### config.mk
export PLATFORM = sky130hd
export DESIGN_NAME = dma4w
export DESIGN_NICKNAME = d
export VERILOG_FILES = /design/src/rtl/dma4w_pkg.sv /design/src/rtl/dma4w_chan.sv /design/src/rtl/dma4w_arb.sv /design/src/rtl/dma4w.sv
export SDC_FILE = /design/constraint.sdc
export NUM_CORES = 1
export LEC_CHECK = 0
export ABC_CLOCK_PERIOD_IN_PS = 3740
export CORE_MARGIN = 4
export CORE_UTILIZATION = 50
export DETAILED_ROUTE_END_ITERATION = 16
export PLACE_DENSITY_LB_ADDON = 0.1
export SETUP_SLACK_MARGIN = 0.05
export SYNTH_ARGS = -nofsm -noshare
export SYNTH_HDL_FRONTEND = slang
export SYNTH_HIERARCHICAL = 1
export SYNTH_SLANG_ARGS = --single-unit
### constraint.sdc
create_clock -name clk_i -period 3.74 [get_ports clk_i]
set_clock_uncertainty 0.15 [all_clocks]
set_input_delay 0.748 -clock clk_i [delete_from_list [all_inputs] [get_ports clk_i]]
set_output_delay 0.748 -clock clk_i [all_outputs]
set_load 0.1 [all_outputs]
### src/rtl/dma4w_pkg.sv
package dma4w_pkg;
  typedef enum logic [1:0] {
    SVC_SINGLE = 2'd0,
    SVC_BLOCK  = 2'd1,
    SVC_DEMAND = 2'd2,
    SVC_RSVD   = 2'd3
  } svc_e;

  typedef struct packed {
    logic fill;
    logic m2m;
    logic rd_mem;
    logic word;
    logic dec;
    logic autoi;
    svc_e svc;
  } mode_t;

  typedef enum logic [2:0] {
    ST_IDLE, ST_REQ, ST_RA, ST_RB, ST_WA, ST_WB
  } st_e;
endpackage

### src/rtl/dma4w_chan.sv
module dma4w_chan
  import dma4w_pkg::*;
#(
  parameter int AW = 16
) (
  input  logic          clk_i,
  input  logic          rst_ni,
  input  logic          wr_i,
  input  logic [1:0]    fld_i,
  input  logic [AW-1:0] wdata_i,
  input  logic          msk_we_i,
  input  logic          msk_d_i,
  input  logic          srq_we_i,
  input  logic          srq_d_i,
  input  logic          step_src_i,
  input  logic          step_dst_i,
  input  logic          xfer_i,
  input  logic          tc_i,
  output logic [AW-1:0] cur_o,
  output logic [AW-1:0] cnt_o,
  output logic [AW-1:0] dst_o,
  output mode_t         mode_o,
  output logic          mask_o,
  output logic          sreq_o
);
  logic [AW-1:0] base_a, cur_a, base_c, cur_c, dst_a;
  logic [AW-1:0] delta, nxt_src, nxt_dst;
  mode_t mode_q;
  logic  mask_q, sreq_q;

  assign delta   = mode_q.word ? AW'(2) : AW'(1);
  assign nxt_src = mode_q.dec ? cur_a - delta : cur_a + delta;
  assign nxt_dst = mode_q.dec ? dst_a - delta : dst_a + delta;

  always_ff @(posedge clk_i or negedge rst_ni) begin
    if (!rst_ni) begin
      base_a <= '0;
      cur_a  <= '0;
      base_c <= '0;
      cur_c  <= '0;
      dst_a  <= '0;
      mode_q <= '0;
      mask_q <= 1'b1;
      sreq_q <= 1'b0;
    end else begin
      if (step_src_i) cur_a <= nxt_src;
      if (step_dst_i) dst_a <= nxt_dst;
      if (xfer_i)     cur_c <= cur_c - AW'(1);
      if (tc_i) begin
        sreq_q <= 1'b0;
        if (mode_q.autoi) begin
          cur_a <= base_a;
          cur_c <= base_c;
        end else begin
          mask_q <= 1'b1;
        end
      end
      if (msk_we_i) mask_q <= msk_d_i;
      if (srq_we_i) sreq_q <= srq_d_i;
      if (wr_i) begin
        case (fld_i)
          2'd0: begin base_a <= wdata_i; cur_a <= wdata_i; end
          2'd1: begin base_c <= wdata_i; cur_c <= wdata_i; end
          2'd2: dst_a  <= wdata_i;
          default: mode_q <= mode_t'(wdata_i[7:0]);
        endcase
      end
    end
  end

  assign cur_o  = cur_a;
  assign cnt_o  = cur_c;
  assign dst_o  = dst_a;
  assign mode_o = mode_q;
  assign mask_o = mask_q;
  assign sreq_o = sreq_q;

  AST_TC_ON_ZERO: assert property (@(posedge clk_i) disable iff (!rst_ni)
    (xfer_i && cur_c == '0) |-> tc_i);
  AST_ADDR_STEP: assert property (@(posedge clk_i) disable iff (!rst_ni)
    (step_src_i && !tc_i && !wr_i) |=> (cur_a == $past(nxt_src)));
  AST_TC_MASK: assert property (@(posedge clk_i) disable iff (!rst_ni)
    (tc_i && !mode_q.autoi && !msk_we_i) |=> mask_o);
  AST_RELOAD: assert property (@(posedge clk_i) disable iff (!rst_ni)
    (tc_i && mode_q.autoi && !wr_i) |=> (cur_c == $past(base_c)));
endmodule

### src/rtl/dma4w_arb.sv
module dma4w_arb #(
  parameter int NCH = 4,
  localparam int CW = (NCH > 1) ? $clog2(NCH) : 1
) (
  input  logic [NCH-1:0] req_i,
  output logic           vld_o,
  output logic [CW-1:0]  idx_o
);
  // fixed priority, lowest index wins
  always_comb begin
    idx_o = '0;
    for (int i = NCH - 1; i >= 0; i--) begin
      if (req_i[i]) idx_o = CW'(i);
    end
  end
  assign vld_o = |req_i;
endmodule

### src/rtl/dma4w.sv
module dma4w
  import dma4w_pkg::*;
#(
  parameter int NCH = 4,
  parameter int AW  = 16,
  parameter int DW  = 16,
  localparam int CW = (NCH > 1) ? $clog2(NCH) : 1
) (
  input  logic          clk_i,
  input  logic          rst_ni,
  input  logic          reg_we_i,
  input  logic [CW+2:0] reg_addr_i,
  input  logic [AW-1:0] reg_wdata_i,
  output logic [AW-1:0] reg_rdata_o,
  input  logic [NCH-1:0] dreq_i,
  output logic [NCH-1:0] dack_o,
  output logic          hold_o,
  input  logic          hlda_i,
  output logic [AW-1:0] addr_o,
  output logic [1:0]    be_o,
  output logic          mem_rd_o,
  output logic          mem_wr_o,
  output logic          io_rd_o,
  output logic          io_wr_o,
  input  logic [DW-1:0] mem_rdata_i,
  output logic [DW-1:0] mem_wdata_o,
  output logic          eop_o
);
  logic          glob;
  logic [CW-1:0] chs;
  logic [1:0]    fld;
  assign glob = reg_addr_i[CW+2];
  assign chs  = reg_addr_i[CW+1:2];
  assign fld  = reg_addr_i[1:0];

  logic [AW-1:0] cur_w [NCH];
  logic [AW-1:0] cnt_w [NCH];
  logic [AW-1:0] dst_w [NCH];
  mode_t         mode_w [NCH];
  logic [NCH-1:0] mask_v, sreq_v, pend;

  st_e           st_q, st_d, nxt_unit;
  logic [CW-1:0] ch_q, arb_idx;
  logic          arb_vld;
  logic [DW-1:0] dat_q;
  mode_t         cm;
  logic          unit_end, last, peri, in_wr;

  assign cm       = mode_w[ch_q];
  assign peri     = !cm.m2m;
  assign last     = (cnt_w[ch_q] == '0);
  assign unit_end = (st_q == ST_RB && peri) || st_q == ST_WB;
  assign in_wr    = (st_q == ST_WA) || (st_q == ST_WB);
  assign pend     = ~mask_v & (dreq_i | sreq_v);

  for (genvar i = 0; i < NCH; i++) begin : g_ch
    logic sel;
    assign sel = (ch_q == CW'(i));
    dma4w_chan #(.AW(AW)) u_chan (
      .clk_i      (clk_i),
      .rst_ni     (rst_ni),
      .wr_i       (reg_we_i && !glob && chs == CW'(i)),
      .fld_i      (fld),
      .wdata_i    (reg_wdata_i),
      .msk_we_i   (reg_we_i && glob && fld == 2'd0),
      .msk_d_i    (reg_wdata_i[i]),
      .srq_we_i   (reg_we_i && glob && fld == 2'd1),
      .srq_d_i    (reg_wdata_i[i]),
      .step_src_i (sel && st_q == ST_RB && !(cm.m2m && cm.fill)),
      .step_dst_i (sel && st_q == ST_WB),
      .xfer_i     (sel && unit_end),
      .tc_i       (sel && unit_end && last),
      .cur_o      (cur_w[i]),
      .cnt_o      (cnt_w[i]),
      .dst_o      (dst_w[i]),
      .mode_o     (mode_w[i]),
      .mask_o     (mask_v[i]),
      .sreq_o     (sreq_v[i])
    );
    assign dack_o[i] = sel && peri && (st_q == ST_RA || st_q == ST_RB);
  end

  dma4w_arb #(.NCH(NCH)) u_arb (
    .req_i (pend),
    .vld_o (arb_vld),
    .idx_o (arb_idx)
  );

  always_comb begin
    if (glob) begin
      case (fld)
        2'd0:    reg_rdata_o = AW'(mask_v);
        2'd1:    reg_rdata_o = AW'(sreq_v);
        default: reg_rdata_o = '0;
      endcase
    end else begin
      case (fld)
        2'd0:    reg_rdata_o = cur_w[chs];
        2'd1:    reg_rdata_o = cnt_w[chs];
        2'd2:    reg_rdata_o = dst_w[chs];
        default: reg_rdata_o = AW'(mode_w[chs]);
      endcase
    end
  end

  // decision at the end of one transfer unit
  always_comb begin
    if (last)                                          nxt_unit = ST_IDLE;
    else if (cm.m2m || cm.svc == SVC_BLOCK || cm.svc == SVC_RSVD) nxt_unit = ST_RA;
    else if (cm.svc == SVC_DEMAND && pend[ch_q])       nxt_unit = ST_RA;
    else                                               nxt_unit = ST_IDLE;
  end

  always_comb begin
    st_d = st_q;
    case (st_q)
      ST_IDLE: if (arb_vld) st_d = ST_REQ;
      ST_REQ:  if (hlda_i)  st_d = ST_RA;
      ST_RA:   st_d = ST_RB;
      ST_RB:   st_d = cm.m2m ? ST_WA : nxt_unit;
      ST_WA:   st_d = ST_WB;
      ST_WB:   st_d = nxt_unit;
      default: st_d = ST_IDLE;
    endcase
  end

  always_ff @(posedge clk_i or negedge rst_ni) begin
    if (!rst_ni) begin
      st_q  <= ST_IDLE;
      ch_q  <= '0;
      dat_q <= '0;
    end else begin
      st_q <= st_d;
      if (st_q == ST_IDLE && arb_vld) ch_q <= arb_idx;
      if (st_q == ST_RB && cm.m2m)    dat_q <= mem_rdata_i;
    end
  end

  assign hold_o      = (st_q != ST_IDLE);
  assign addr_o      = in_wr ? dst_w[ch_q] : cur_w[ch_q];
  assign be_o        = cm.word ? 2'b11 : (addr_o[0] ? 2'b10 : 2'b01);
  assign mem_rd_o    = (st_q == ST_RB) && (cm.m2m || cm.rd_mem);
  assign mem_wr_o    = ((st_q == ST_RB) && peri && !cm.rd_mem) || (st_q == ST_WB);
  assign io_rd_o     = (st_q == ST_RB) && peri && !cm.rd_mem;
  assign io_wr_o     = (st_q == ST_RB) && peri && cm.rd_mem;
  assign mem_wdata_o = dat_q;
  assign eop_o       = unit_end && last;

  AST_STROBE_GRANT: assert property (@(posedge clk_i) disable iff (!rst_ni)
    (mem_rd_o || mem_wr_o || io_rd_o || io_wr_o) |-> hlda_i);
  AST_EOP_MASK: assert property (@(posedge clk_i) disable iff (!rst_ni)
    (eop_o && !cm.autoi && !reg_we_i) |=> mask_v[ch_q]);
  AST_PRIO: assert property (@(posedge clk_i) disable iff (!rst_ni)
    (st_q == ST_IDLE && arb_vld) |=>
      (($past(pend) & ((NCH'(1) << ch_q) - NCH'(1))) == '0));
  AST_SINGLE_REL: assert property (@(posedge clk_i) disable iff (!rst_ni)
    (unit_end && peri && cm.svc == SVC_SINGLE) |=> !hold_o);
endmodule

==> run summary, run 1 <==
The flow ran to the end, and the final reports show no timing, DRC or antenna violations. For this design the static power due to leakage is 13.9 nW. The post-route netlist has 16.2% of its cells at a drive strength greater than 1.

The number of placement rows is 84. The first global-routing pass estimated 150 mm of wire. The cell count after synthesis came out at 2,968. The cell sitting at the root of the clock tree is a sky130_fd_sc_hd__clkbuf_16. The number of endpoints with negative hold slack in the final report is 0. In this run the critical register-to-register path is captured at g_ch[3].u_chan/cur_o[10]. The average detailed-routed wire length per instance is 26.1 um. By count the netlist is led by sky130_fd_sc_hd__nand2_1 (520), sky130_fd_sc_hd__dfrtp_1 (377), sky130_fd_sc_hd__nor2_1 (235), sky130_fd_sc_hd__a21oi_1 (219), sky130_fd_sc_hd__o21ai_0 (203). After synthesis, the cell types taking the most area are sky130_fd_sc_hd__dfrtp_1 (35%), sky130_fd_sc_hd__mux4_2 (7.3%), sky130_fd_sc_hd__nand2_1 (7.3%). The startpoint identified for the worst register-to-register timing path is ch_q[0]. The longest clock path from root to sink contains 3 buffers. The slowest stage of the critical path is the sky130_fd_sc_hd__dfrtp_1 cell. The worst stage delay on the critical path is 0.49 ns. Setup repair after global routing could not meet its margin everywhere.

The height of the chip is 240 um. The total core area came out at 0.0529 mm2. The number of detailed-route iterations in the first pass is 8. The worst setup path is captured at a primary output. In this run, post-CTS hold repair placed 0 buffers. The area added between synthesis and finish came out at 15.9%. Across the run, the number of max-cap violations was 0. The count of cells in the finished layout, fillers not included, comes to 3,839. The number of DRC markers after the initial detailed-route iteration came out at 2,436. The congestion estimate from routability-driven global placement came to 0.973. The share of async-settable or async-resettable flops after synthesis came out at 100%.

The number of buffers created by CTS came out at 46. Each instance of the synthesized netlist takes up on average 9.05 um2. Walking the worst path, the cells encountered are nor4_2 -> a41oi_1 -> nor4_2 -> buf_4 -> nand2b_1 -> buf_4 -> inv_1 -> buf_12. The critical path arrival is 2.78 ns.

The clock slew seen by the registers of the worst setup and hold paths is 0.06 ns. The HPWL after detailed placement came out at 73.6 mm. The cell count after placement came out at 3,744. The worst register-to-register path has a setup slack of 0.15 ns. The count of H-tree levels built during CTS came out at 2. The via count normalized by instance count came out at 6.46. The total die area came out at 0.0575 mm2. The summed area of non-filler cells in the final layout is 0.0312 mm2. The aggregate global-route resource usage came out at 34.4%. The standard cell area after detailed placement came out at 0.0295 mm2. The ratio of final minimum period to clock period came out at 98.3%. The most used flip-flop cell after synthesis is sky130_fd_sc_hd__dfrtp_1. The area share of the leading cell type in the synthesized netlist is 35.1%. The detailed route wirelength on metal2 is 45.0 mm. Adding up every negative setup slack in the final design gives 0 ns. The number of antenna violations at the first check in global routing was 10. In this run the top signal layer used is met5. The starting utilization of the core area came out at 50.8%. The number of global-route vias before repair came out at 23.9k. For this run, the top clock speed supported by timing is 272 MHz. The I/O pin count came out at 105.

The met3 wire length is 8.95 mm. The number of enable flip-flop cells after synthesis came out at 0. The time the worst path needs with I/O delays and setup came out at 3.68 ns. The actual transition at the worst max-transition pin came out at 1.23 ns. The setup slack of the critical path after layout came out at 0.0646 ns. The synthesized net count came out at 3,137. The die outline width came out at 240 um. The source-to-sink clock delay at the later pin of the worst-skew pair came out at 0.61 ns. The netlist area before placement is 0.0269 mm2. The wire length on met1 is 41.5 mm. The final net count is 3,275.

The worst setup path is launched from a flip-flop. The TritonCTS clock tree is done. The maximum fanout encountered on the critical timing path came out at 4. The number of remaining DRC errors came out at 0. The pin count of the biggest net entering global routing is 88.

The sequential share of the synthesized area is 35.5%. The number of nets with antenna violations after routing came out at 0. The final wirelength is 100 mm. The dominant cell by count in the synthesized netlist is sky130_fd_sc_hd__nand2_1.

The path class of the tightest hold or removal check is primary input to async pin. The total overflow reported by the global router came out at 0. The total power after layout came out at 0.0281 W. The via count of the routed design is 24.8k.

The buffers plus inverters on the worst setup path is 4. The number of distinct library cell variants in the gate-level netlist after synthesis is 92. The number of synthesized register bits is 381. The worst setup slack after placement came out at 0.0611 ns. The warning count from the yosys run came out at 6.

The worst reg-to-reg path cell count came out at 14. Dividing total power by cell area gives a power density of 901 mW/mm2. The critical path class is flip-flop to primary output.

The worst slew margin relative to its limit is 18.0%. Data on the critical path is required at its endpoint by 2.84 ns. VDD sags by at most 0.000690 V. The clock drives 381 sinks.

Setup violations remaining at the end of the flow were counted as 0. The leading area contributor after synthesis is sky130_fd_sc_hd__dfrtp_1. On the critical path the largest part of the delay comes from simple AND/OR/NAND/NOR gates. The number of slew-limit violations in the final report was 0. The number of buffer cells added on primary ports came out at 104.
## placed cells by master (no fill, tap or decap), types with 42 or more instances in the layout
| cell | count |
|---|---|
| sky130_fd_sc_hd__a21o_1 | 42 |
| sky130_fd_sc_hd__a21oi_1 | 219 |
| sky130_fd_sc_hd__buf_4 | 141 |
| sky130_fd_sc_hd__clkbuf_16 | 46 |
| sky130_fd_sc_hd__clkdlybuf4s50_1 | 50 |
| sky130_fd_sc_hd__dfrtp_1 | 375 |
| sky130_fd_sc_hd__ha_1 | 124 |
| sky130_fd_sc_hd__inv_1 | 71 |
| sky130_fd_sc_hd__mux2_2 | 61 |
| sky130_fd_sc_hd__mux2i_1 | 49 |
| sky130_fd_sc_hd__mux4_2 | 87 |
| sky130_fd_sc_hd__nand2_1 | 520 |
| sky130_fd_sc_hd__nand3_1 | 68 |
| sky130_fd_sc_hd__nor2_1 | 225 |
| sky130_fd_sc_hd__nor3_1 | 68 |
| sky130_fd_sc_hd__o21ai_0 | 203 |
| sky130_fd_sc_hd__xnor2_1 | 70 |
| sky130_fd_sc_hd__xor2_1 | 66 |
## metal layers
metal / up-vias / GRT usage, %
li1: 11100 / -
met1: 12300 / 47.0
met2: 1116 / 53.5
met3: 256 / 7.28
met4: 10 / 14.8
met5: - / 0
## worst max-delay path by stage
stage	startpoint	slack (ns)	cells past startpoint	endpoint
global placement	g_ch[1].u_chan/cnt_o[0]	0.05	10	g_ch[1].u_chan/cur_o[14]
detailed placement	g_ch[1].u_chan/cnt_o[0]	0.06	10	g_ch[1].u_chan/cur_o[14]
floorplan	ch_q[0]	-0.34	4	mem_wr_o
finish	g_ch[2].u_chan/cnt_o[13]	0.06	8	eop_o
CTS	ch_q[0]	0.06	5	dack_o[3]
global route	g_ch[2].u_chan/cnt_o[13]	0.02	8	eop_o
## area by class of cell
type / instances / area (um2)
clock inverter: 22 / 314
timing repair buffer: 242 / 2440
antenna: 7 / 17.5
tap: 688 / 861
inverter: 71 / 267
multi-input combinational: 2364 / 16400
clock buffer: 64 / 1300
fill: 4624 / 21700
sequential: 381 / 9540
## stage by stage
step / utilization [%] / hold WS (ns)
after global placement: 55.7 / 0.302
after detailed placement: 55.7 / 0.306
after global routing: 58.9 / 0.0720
after floorplan: - / 0.289
after CTS: 58.8 / 0.0480
final: 58.9 / 0.0272
## kinds of logic after synthesis
kind of cell               after synthesis  share of synthesized area [%]
and+or+nand+nor                       1173                           20.6
AOI/OAI and AO/OA                      709                           16.3
DFF                                    381                           35.5
buffers and inverters                  223                           3.82
muxes                                  222                           13.5
adders and majority gates              124                           5.77
xor gates and xnor gates               136                           4.43
## report_power, final
group          switching (W)  leakage, nW  internal, W
Combinational        0.00908         8.47      0.00611
Sequential           0.00252         4.65      0.00556
Clock                0.00192        0.794      0.00286
Total                 0.0135         13.9       0.0145
## state kept, by name, summed over array words and instances, names as in the netlist
name	count
g_ch.u_chan/base_a	64
g_ch.u_chan/base_c	64
g_ch.u_chan/cnt_o	64
g_ch.u_chan/cur_o	64
g_ch.u_chan/dst_o	64
g_ch.u_chan/mode_o	32
mem_wdata_o	16
g_ch.u_chan/mask_o	4
g_ch.u_chan/sreq_o	4
st_q	3
ch_q	2
## timing repair
item	in CTS	in global routing
gates resized for setup	5	2
endpoints found under the setup margin	6	20
buffers inserted	0	2
Power figures use the tool's default switching activity.
==> inputs of run 2 (changes only) <==
--- a/config.mk
+++ b/config.mk
@@ -11,6 +11,7 @@
 export DETAILED_ROUTE_END_ITERATION = 16
 export PLACE_DENSITY_LB_ADDON = 0.1
 export SETUP_SLACK_MARGIN = 0.05
+export SLEW_MARGIN = 25
 export SYNTH_ARGS = -nofsm -noshare
 export SYNTH_HDL_FRONTEND = slang
 export SYNTH_HIERARCHICAL = 1
==> run summary, run 2 (synthesis results as in run 1) <==
The number of standard cells in the final layout excluding fillers was 3,828 (was 3,839). The count of H-tree levels built during CTS was 2 (unchanged). The setup slack of the worst register-to-register path is 0.20 ns (was 0.15 ns). The final wirelength came out at 100 mm (about the same).

The peak ir drop on the vdd network came out at 0.000660 V (was 0.000690 V). The number of buffers created by CTS is 45 (was 46). The max-capacitance violation count was 0 (unchanged). The I/O pin count is 105 (unchanged).

The average detailed-routed wire length per instance came out at 26.2 um (was 26.1 um). The worst slew margin relative to its limit is 25.9% (was 18.0%). The die outline width was 240 um (unchanged). The clock slew seen by the registers of the worst setup and hold paths is 0.06 ns (about the same).

The category of the worst setup path launch point is a flip-flop (unchanged). The area added between synthesis and finish is 15.3% (was 15.9%). The critical path class is flip-flop to primary output (unchanged).

The count of hold-fix buffers inserted at cts is 0 (unchanged). The nature of the critical path endpoint is a primary output (unchanged). The power density normalized to cell area was 892 mW/mm2 (was 901 mW/mm2). The pin count of the biggest net entering global routing came out at 88 (unchanged). The kind of cell with the highest combined delay on the critical path was simple AND/OR/NAND/NOR gates (unchanged).

Critical-path cell list: nor4_1 -> a41oi_1 -> nor4_2 -> buf_4 -> nand2b_1 -> buf_4 -> inv_1 -> buf_12 (was nor4_2 -> a41oi_1 -> nor4_2 -> buf_4 -> nand2b_1 -> buf_4 -> inv_1 -> buf_12). The number of endpoints with negative hold slack in the final report is 0 (unchanged). The total leakage power came out at 13.8 nW (was 13.9 nW). The total overflow reported by the global router is 0 (unchanged). The maximum clock frequency came out at 276 MHz (was 272 MHz). The final weighted congestion in routability-driven placement is 0.973 (unchanged). The worst hold-check path type is primary input to async pin (unchanged). The total die area was 0.0575 mm2 (unchanged). The aggregate global-route resource usage came out at 34.6% (was 34.4%).

The first-pass GRT wire length came out at 151 mm (was 150 mm). The number of slew-limit violations in the final report is 0 (unchanged). The most numerous cell type found on the critical path is sky130_fd_sc_hd__buf_4. The number of nets with antenna violations after routing is 0 (unchanged).

The TritonCTS clock tree is done (unchanged). The number of fill cells in the layout is 4,636 (was 4,624). Unrepaired setup endpoints after global routing: yes (unchanged). The number of sinks driven by the clock tree is 381 (unchanged). The via count normalized by instance count came out at 6.45 (was 6.46). The time the worst path needs with I/O delays and setup came out at 3.62 ns (was 3.68 ns). The ratio of final minimum period to clock period is 96.8% (was 98.3%). The most common library cell in the layout ignoring fill and taps is sky130_fd_sc_hd__nand2_1 (unchanged). The required time reported for the critical path endpoint is 2.84 ns (about the same). The number of DRC markers after the initial detailed-route iteration is 2,521 (was 2,436). The buffers plus inverters on the worst setup path is 4 (unchanged).

The worst-case clock buffer depth came to 3 (unchanged). The number of placement rows was 84 (unchanged). The clock tree root buffer cell is sky130_fd_sc_hd__clkbuf_16 (unchanged).

The final net count came out at 3,274 (was 3,275). The height of the chip came out at 240 um (unchanged). The worst stage delay on the critical path came out at 0.48 ns (was 0.49 ns). Most frequent cells in the layout: sky130_fd_sc_hd__nand2_1 (520), sky130_fd_sc_hd__dfrtp_1 (375), sky130_fd_sc_hd__nor2_1 (225) (unchanged). The number of remaining DRC errors came to 0 (unchanged). The number of detailed-route iterations in the first pass is 6 (was 8). The critical path arrival is 2.72 ns (was 2.78 ns).

Outcome: completed (unchanged). The hold slack came out at 0.00592 ns (was 0.0272 ns). The critical-path cell with the highest stage delay is sky130_fd_sc_hd__dfrtp_1 (unchanged). The via count of the routed design is 24.7k (was 24.8k). The starting utilization of the core area is 50.8% (unchanged).

The actual transition at the worst max-transition pin is 1.11 ns (was 1.23 ns). The HPWL after detailed placement was 73.5 mm (was 73.6 mm). The number of buffer cells added on primary ports came out at 104 (unchanged). The source-to-sink clock delay at the later pin of the worst-skew pair is 0.62 ns (was 0.61 ns). The reg-to-reg startpoint is g_ch[2].u_chan/cnt_o[10] (was ch_q[0]). The share of post-route cells with drive strength above 1 came out at 16.1% (was 16.2%). The number of global-route vias before repair was 23.7k (was 23.9k).

The sequential standard cell area is 0.00954 mm2 (unchanged). The worst reg-to-reg path cell count is 10 (was 14). The number of antenna violations at the first check in global routing was 10 (unchanged). The reg-to-reg endpoint is g_ch[1].u_chan/cur_o[14] (was g_ch[3].u_chan/cur_o[10]). The maximum fanout encountered on the critical timing path came to 4 (unchanged). The area taken by multi-input logic gates is 0.0164 mm2 (unchanged). The count of final setup violators is 0 (unchanged).

The total core area was 0.0529 mm2 (unchanged). The cell count after placement is 3,744 (unchanged).
run 2: cell types whose count changed in the layout (fill, tap and decap cells not counted):
cell	previous run	this run
sky130_fd_sc_hd__clkinvlp_4	1	3
sky130_fd_sc_hd__clkinv_2	11	9
sky130_fd_sc_hd__inv_16	0	1
sky130_fd_sc_hd__bufinv_16	6	1
sky130_fd_sc_hd__clkbuf_16	46	45
sky130_fd_sc_hd__clkinv_8	2	0
sky130_fd_sc_hd__clkbuf_1	10	6
sky130_fd_sc_hd__clkbuf_8	8	10
sky130_fd_sc_hd__diode_2	7	5
sky130_fd_sc_hd__buf_2	8	9
sky130_fd_sc_hd__clkdlybuf4s50_1	50	49
run 2: per-layer routing:
metal	track usage, %	share of wire [%]	up-vias
met1	47.6	41	12200
li1	-	-	11100
met3	7.46	9.5	246
met5	0	0.035	-
met4	14.2	4.7	6
met2	53.3	45	1135
run 2: worst max-delay path by stage:
stage | end | cells after the start | slack [ns] | from
after floorplan | mem_wr_o | 4 | -0.34 | ch_q[0]
after global placement | g_ch[1].u_chan/cur_o[14] | 10 | 0.05 | g_ch[1].u_chan/cnt_o[0]
after detailed placement | g_ch[1].u_chan/cur_o[14] | 10 | 0.07 | g_ch[1].u_chan/cnt_o[0]
after CTS | mem_wr_o | 5 | 0.05 | ch_q[0]
after global routing | eop_o | 8 | -0.01 | g_ch[0].u_chan/cnt_o[5]
final | eop_o | 8 | 0.12 | g_ch[2].u_chan/cnt_o[10]
run 2: per-stage QoR:
step                area (um2)  worst slack, ns  util, %  setup TNS (ns)  power, W
global route             31000          -0.0118     58.6         -0.0118    0.0291
floorplan                26900           -0.337        -          -0.337    0.0180
finish                   31000            0.119     58.6               0    0.0276
CTS                      30900           0.0455     58.5               0    0.0274
global placement         29500           0.0462     55.7               0    0.0226
detailed placement       29500           0.0654     55.7               0    0.0229
run 2: layout make-up:
class                           count  area share (%)
Multi-Input combinational cell   2364            53.0
Sequential cell                   381            30.8
Timing Repair Buffer              242            7.85
Clock buffer                       61            4.15
Tap cell                          688            2.78
Inverter                           71           0.860
Clock inverter                     16           0.505
Antenna cell                        5          0.0404
run 2: worst register-to-register path, cell delays in order, from the launching register on:
cell	delay [ns]
sky130_fd_sc_hd__dfrtp_1	0.48
sky130_fd_sc_hd__nor4_1	0.33
sky130_fd_sc_hd__a41oi_1	0.31
sky130_fd_sc_hd__nor4_2	0.31
sky130_fd_sc_hd__buf_4	0.18
sky130_fd_sc_hd__nand2b_1	0.07
sky130_fd_sc_hd__buf_4	0.16
sky130_fd_sc_hd__nor2_1	0.21
sky130_fd_sc_hd__nand2_1	0.48
sky130_fd_sc_hd__nand3_1	0.52
sky130_fd_sc_hd__o221ai_1	0.19
run 2: repair_timing:
action	4_1_cts	5_1_grt
hold endpoints to repair	0	0
resized for setup	5	2
endpoints found under the setup margin	6	19
buffers inserted	0	2
run 2: power by group:
part / switching (W) / internal, W
Combinational: 0.00907 / 0.00611
Sequential: 0.00252 / 0.00556
Clock: 0.00189 / 0.00249
